## src/rtl/paged_reg_seq.sv

```systemverilog
module paged_reg_seq #(
  parameter int POLL_LIMIT  = 5,
  parameter int WAIT_CYCLES = 500
) (
  input  logic        clk,
  input  logic        rst_n,
  input  logic        req_valid,
  input  logic        req_write,
  input  logic [7:0]  req_page,
  input  logic [7:0]  req_reg,
  input  logic [3:0]  req_len,
  input  logic [63:0] req_wdata,
  output logic        busy,
  output logic        done,
  output logic        len_err,
  output logic        timeout,
  output logic [63:0] rsp_rdata,
  output logic [4:0]  bus_addr,
  output logic [15:0] bus_wdata,
  output logic        bus_wr,
  output logic        bus_rd,
  input  logic [15:0] bus_rdata,
  input  logic        bus_ready
);
  localparam int PCW = $clog2(POLL_LIMIT + 1);
  localparam int WCW = $clog2(WAIT_CYCLES + 1);
  localparam logic [4:0] A_WIN  = 5'd16;
  localparam logic [4:0] A_CMD  = 5'd17;
  localparam logic [4:0] A_DATA = 5'd24;

  typedef enum logic [2:0] {S_IDLE, S_OPEN, S_WDAT, S_CMD, S_POLL, S_WAIT, S_RDAT, S_CLOSE} st_t;

  st_t         st;
  logic        wr_q;
  logic [7:0]  page_q, reg_q;
  logic [3:0]  len_q;
  logic [63:0] wdata_q;
  logic [1:0]  idx, last;
  logic [PCW-1:0] polls;
  logic [WCW-1:0] waitc;
  logic        len_ok, xfer, desc;

  assign len_ok = (req_len == 4'd1) || (req_len == 4'd2) || (req_len == 4'd4) ||
                  (req_len == 4'd6) || (req_len == 4'd8);

  always_comb begin
    case (len_q)
      4'd4:    last = 2'd1;
      4'd6:    last = 2'd2;
      4'd8:    last = 2'd3;
      default: last = 2'd0;
    endcase
  end

  assign desc   = last[1];
  assign busy   = (st != S_IDLE);
  assign bus_wr = (st == S_OPEN) || (st == S_WDAT) || (st == S_CMD) || (st == S_CLOSE);
  assign bus_rd = (st == S_POLL) || (st == S_RDAT);
  assign xfer   = (bus_wr || bus_rd) && bus_ready;

  always_comb begin
    case (st)
      S_OPEN, S_CLOSE: bus_addr = A_WIN;
      S_CMD, S_POLL:   bus_addr = A_CMD;
      S_WDAT, S_RDAT:  bus_addr = A_DATA + {3'd0, idx};
      default:         bus_addr = 5'd0;
    endcase
  end

  always_comb begin
    case (st)
      S_OPEN:  bus_wdata = {page_q, 8'h01};
      S_CLOSE: bus_wdata = {page_q, 8'h00};
      S_CMD:   bus_wdata = {reg_q, 6'd0, wr_q ? 2'b01 : 2'b10};
      S_WDAT:  bus_wdata = (len_q == 4'd1) ? {8'h00, wdata_q[7:0]} : wdata_q[{idx, 4'b0000} +: 16];
      default: bus_wdata = 16'h0000;
    endcase
  end

  always_ff @(posedge clk) begin
    if (!rst_n) begin
      st        <= S_IDLE;
      wr_q      <= 1'b0;
      page_q    <= 8'h00;
      reg_q     <= 8'h00;
      len_q     <= 4'd0;
      wdata_q   <= 64'd0;
      idx       <= 2'd0;
      polls     <= '0;
      waitc     <= '0;
      done      <= 1'b0;
      len_err   <= 1'b0;
      timeout   <= 1'b0;
      rsp_rdata <= 64'd0;
    end else begin
      done <= 1'b0;
      case (st)
        S_IDLE: if (req_valid) begin
          timeout <= 1'b0;
          if (!len_ok) begin
            done    <= 1'b1;
            len_err <= 1'b1;
          end else begin
            len_err   <= 1'b0;
            wr_q      <= req_write;
            page_q    <= req_page;
            reg_q     <= req_reg;
            len_q     <= req_len;
            wdata_q   <= req_wdata;
            rsp_rdata <= 64'd0;
            idx       <= 2'd0;
            st        <= S_OPEN;
          end
        end
        S_OPEN: if (xfer) st <= wr_q ? S_WDAT : S_CMD;
        S_WDAT: if (xfer) begin
          if (idx == last) st <= S_CMD;
          else idx <= idx + 2'd1;
        end
        S_CMD: if (xfer) begin
          polls <= '0;
          st    <= S_POLL;
        end
        S_POLL: if (xfer) begin
          if (bus_rdata[1:0] == 2'b00) begin
            if (wr_q) st <= S_CLOSE;
            else begin
              idx <= desc ? last : 2'd0;
              st  <= S_RDAT;
            end
          end else if (polls == PCW'(POLL_LIMIT - 1)) begin
            timeout <= 1'b1;
            st      <= S_CLOSE;
          end else begin
            polls <= polls + 1'b1;
            waitc <= '0;
            st    <= S_WAIT;
          end
        end
        S_WAIT: begin
          if (waitc == WCW'(WAIT_CYCLES - 1)) st <= S_POLL;
          else waitc <= waitc + 1'b1;
        end
        S_RDAT: if (xfer) begin
          if (len_q == 4'd1) rsp_rdata[7:0] <= bus_rdata[7:0];
          else rsp_rdata[{idx, 4'b0000} +: 16] <= bus_rdata;
          if (desc) begin
            if (idx == 2'd0) st <= S_CLOSE;
            else idx <= idx - 2'd1;
          end else begin
            if (idx == last) st <= S_CLOSE;
            else idx <= idx + 2'd1;
          end
        end
        S_CLOSE: if (xfer) begin
          done <= 1'b1;
          st   <= S_IDLE;
        end
        default: st <= S_IDLE;
      endcase
    end
  end
endmodule


```

## config.mk

```make
export PLATFORM = sky130hd
export DESIGN_NAME = paged_reg_seq
export DESIGN_NICKNAME = d
export VERILOG_FILES = /design/src/rtl/paged_reg_seq.sv
export SDC_FILE = /design/constraint.sdc
export NUM_CORES = 1
export LEC_CHECK = 0
export BUFFER_PORTS_ARGS = -buffer_cell sky130_fd_sc_hd__buf_2
export CORE_ASPECT_RATIO = 1.1
export CORE_MARGIN = 2
export CORE_UTILIZATION = 50
export CTS_BUF_LIST = sky130_fd_sc_hd__clkbuf_4 sky130_fd_sc_hd__clkbuf_8
export DETAILED_ROUTE_END_ITERATION = 10
export GPL_ROUTABILITY_DRIVEN = 0
export PLACE_DENSITY = 0.73
export SLEW_MARGIN = 15
export SYNTH_ARGS = -nofsm -noshare
export SYNTH_HDL_FRONTEND = slang
export SYNTH_SLANG_ARGS = --single-unit
export TNS_END_PERCENT = 1
```

## constraint.sdc

```tcl
create_clock -name clk -period 2.8 [get_ports clk]
set_clock_uncertainty 0.05 [all_clocks]
set_input_delay 0.14 -clock clk [delete_from_list [all_inputs] [get_ports clk]]
set_output_delay 0.14 -clock clk [all_outputs]
set_load 0.05 [all_outputs]
```

Word-level counts from Yosys, hierarchy flattened:

Index checks and enable logic that the tools add are counted.

* flip-flop bits (word level): 169
* bits in latches: 0
* bits in writable memories: 0
* memory bits (read-only): 0
* input port bits: 105
* output and inout port bits: 91
* logic and storage cells: 153
* memories kept: 0

* add/sub/neg operators: 6
* multiply operators: 0
* div/mod/pow operators: 0
* order comparisons: 0
* equality and inequality tests: 39
* shifts and indexed selects: 3
* muxes and demuxes: 60
* bitwise gates (word level): 0
* reductions and logical operators: 31

Operators by type and width (number)
* $mux W64: 3
* $pmux W64 S2: 1
* $bwmux W64: 1
* $pmux W16 S4: 1
* $shift A16 B8 Y64 const A: 1
* $shiftx A16 B8 Y64: 1
* $shiftx A64 B7 Y16: 1
* $mux W56: 1
* $mux W3: 17
* $mux W9: 4
* $ne A2 B2 Y1 const B: 14
* $mux W2: 13
* $pmux W3 S8: 1
* $reduce_and A5 Y1: 4
* $pmux W9 S2: 1
* $eq A4 B3 Y1 const B: 4
* $mux W16: 1
* $eq A3 B3 Y1 const B: 5
* $pmux W5 S3: 1
* $reduce_and A12 Y1: 1
* $add A9 B1 Y9 const B: 1
* $eq A9 B9 Y1 const B: 1
* $logic_or A1 B1 Y1: 9
* $mux W1: 9
* 30 further kinds: 43

Depth between registers and ports, before layout:

* depth in word-level cells: 8
* mapped depth: 9
* depth with buffers taken out: 7

Worst setup path after synthesis:

OpenSTA, ideal clock, no wires.

* path kind: register to output
* from: register st[1]
* to: output port bus_wdata[10]
* data arrival time: 2.425 ns
* setup slack: 0.185 ns
* cell stages (with the launch flop): 7
* path buffers: 3
* cell sequence: dfxtp_1 clkbuf_2 buf_2 nor3b_1 clkbuf_1 nand2b_1 o21ai_0

* cells in the longest elaborated chain, start to end: 2
* elaborated cells on any way between the ends: 5
* those cells by class: eq/ne (4); mux (1)

Ends and longest elaborated chain
* start: declaration: line 33 `st_t st;`
* start signal: assignment: line 115 `S_OPEN: if (xfer) st <= wr_q ? S_WDAT : S_CMD;`
* $eq A3 B2 Y1 (tied with other cells): line 71 `case (st)`
* $pmux W16 S4 *: line 71
* end: declaration: line 19 `output logic [15:0] bus_wdata,`

Mark *: on every way between the ends. The rest lies on a longest branch, timed or not.

Worst setup path in the final report:

* from: register st[2]
* to: output port bus_wdata[12]

The elaborated chain is that of the path after synthesis.

==> results.json <==
{
  "status": "complete, no violations",
  "end_kind": "output port",
  "worstMarginPinSlew_ps": 753.0,
  "cp-start-kind": "register",
  "max-cap-violations": 0,
  "cp.arrival_ps": 2450,
  "worst_r2r_path_depth": 5,
  "post-route-util": 0.6668,
  "cts-buffers-inserted": 17,
  "netlist_instances": 974,
  "post-route-drc-count": 0,
  "grt_overflow_total": 0,
  "synthArstFlopShare": 0,
  "ctsHtreeMaxLevel": 4,
  "initial_core_util": 0.5095,
  "slew-limit-headroom": 0.4980,
  "drt-vias-per-instance": 5.490,
  "min_from": "bus_ready",
  "num_vias": 7900,
  "path_class": "register to output port",
  "cts_root_buf": "clkbuf_8",
  "hold_viol": 0,
  "clk_latency_ps": 460,
  "crit_start": "st[2]",
  "crit_path_end": "bus_wdata[12]",
  "power.leakage_nw": 4.009,
  "synth_top_cell_area_share": 0.4236,
  "synth_nets": 1086,
  "totalWireLength_um": 22530,
  "final_area_um2": 10450,
  "pin_count": 196,
  "ctsLongestPathBuffers": 2,
  "synth_edf_count": 0,
  "min_period_over_period": 0.9423,
  "synth_area_leaders": "dfxtp_1, nand2_1, nand3_1",
  "routedWlPerCell_um": 15.65,
  "path_clk_slew_ps": 100,
  "place.port_buffers": 194,
  "fmax_mhz": 379.0,
  "post-place-ws_ps": 560.7,
  "path_cells": "buf_4, nand2b_1, and3_1, a22oi_1, o21ai_0, buf_2",
  "antenna_found_initial": 1,
  "yosys_warnings": 0,
  "coreArea_um2": 15680,
  "synth.avg_cell_area_um2": 8.200,
  "die_area_um2": 17000,
  "cpMaxStageDelayCell": "dfxtp_1",
  "path_max_fanout": 15,
  "layout.nets": 1337,
  "first_global_vias": 7284,
  "critPathRequiredTime_ps": 2610,
  "cts_setup_buffers": 0,
  "rows": 48,
  "yosysSeqAreaShare": 0.4236,
  "antenna_left": 0,
  "cts_sinks": 169,
  "slew_violations": 0,
  "synthFlopType": "dfxtp_1",
  "setup_tns_ps": 0,
  "rsz0062_at_grt": "false",
  "min_path_type": "input port to register",
  "worstReg2RegEnd": "wdata_q[12]",
  "setup_viol": 0,
  "synth_top_area_cell": "dfxtp_1",
  "reg2reg_slack_ps": 590,
  "grt_usage": 0.2585,
  "yosysUniqueCellTypes": 72,
  "regToRegStartpoint": "st[2]",
  "netlist_area_um2": 7986,
  "grt_pass1_wl_um": 35950,
  "syn_to_final_growth_pct": 30.88,
  "dp_hpwl_um": 14190,
  "grt_max_degree": 87,
  "ir_worst_vdd_uv": 323.9,
  "chipWidth_um": 124.5,
  "critPathMaxStageDelay_ps": 560,
  "firstDrtPassIters": 5,
  "yosysMostFrequentCell": "nand2_1",
  "cts_tree": "done",
  "synth_seq_cells": 169,
  "drt_iter0_drc": 539,
  "fp.dieH_um": 136.6,
  "placed_area_um2": 9054,
  "finalCriticalPeriod_ps": 2638,
  "setup_ws_ps": 161.5,
  "drive_gt1_frac": 0.2302,
  "synthTopCellsByCount": "nand2_1, dfxtp_1, nand3_1",
  "power_density_nw_per_um2": 565.8
}
## critical path, delay by kind of cell, from the launching register on
| family | cells | cell delay, ps |
|---|---|---|
| buffers and inverters | 2 | 590 |
| DFF | 1 | 560 |
| and+or+nand+nor | 2 | 520 |
| AOI/OAI and AO/OA | 2 | 320 |
## worst min path at each step
stage                  endpoint  slack, ps  cells after the start
global placement      page_q[7]        330                      3
finish                     done         80                      3
detailed placement  wdata_q[62]        330                      3
CTS                        done         50                      3
floorplan           wdata_q[24]        220                      2
global route               done        100                      3
## registers in the layout, summed over array words and instances, names as in the netlist
name       cells
st             3
rsp_rdata     64
reg_q          8
waitc          9
wdata_q       64
polls          3
idx            2
len_q          4
page_q         8
timeout        1
wr_q           1
done           1
len_err        1
## cells by family after synthesis
logic type / synth area share
xor gates and xnor gates: 0.01426
muxes: 0.04387
and+or+nand+nor: 0.2472
buffers and inverters: 0.05593
DFF: 0.4236
AOI/OAI and AO/OA: 0.2037
other: 0.0004695
adders and majority gates: 0.01097
## layout make-up
type	instances	area [um2]
antenna	1	2.502
clock buffer	19	255.2
clock inverter	13	118.9
fill	1265	5223
inverter	20	75.07
multi-input combinational	702	4188
sequential	169	3387
tap	200	250.2
timing repair buffer	315	2176
## timing repair
action                                  CTS  global route
hold buffers                            101             0
endpoints found under the setup margin    0             8
endpoints found under the hold margin   149             0
gates resized for setup                   0             3
## per-layer routing
metal,wire length [um],track usage
met4,626,0.1030
met3,1577,0.05356
met1,9499,0.3310
met5,0,0
met2,10820,0.4305
## placed cells by master, fill, tap and decap left out, drive strengths merged, types with 6 or more instances in the layout
cell         netlist  layout
a21oi             16      16
nor2              33      33
nand4              8       8
clkinv             0       8
o221a              7       7
or2                6       6
a21boi            87      87
dfxtp            169     169
xnor2              8       8
ha                 7       7
mux2i             17      17
a22oi             17      17
o211ai             7       7
nor3              11      11
dlygate4sd3        0     101
nand3            126     126
mux4               8       8
clkbuf            50      19
inv               20      23
o21ai             78      78
nand2            195     195
buf               33     214
## per-stage QoR
step / total power [mW] / std cells / hold slack, ps
final: 5.915 / 1439 / 77.19
after global routing: 6.191 / 1439 / 95.69
after CTS: 5.901 / 1438 / 53.75
after detailed placement: 4.148 / 1305 / 335.0
after global placement: 4.129 / 1305 / 331.4
after floorplan: 3.737 / 974 / 224.8
## report_power, final
part,switching [mW],internal [mW],total [mW],leakage [nW]
logic,1.07,0.536,1.60,2.45
clock network,0.929,0.743,1.67,0.194
registers,0.119,2.52,2.64,1.37
total,2.11,3.80,5.91,4.01
No activity file was read; power rests on OpenSTA's default activity.
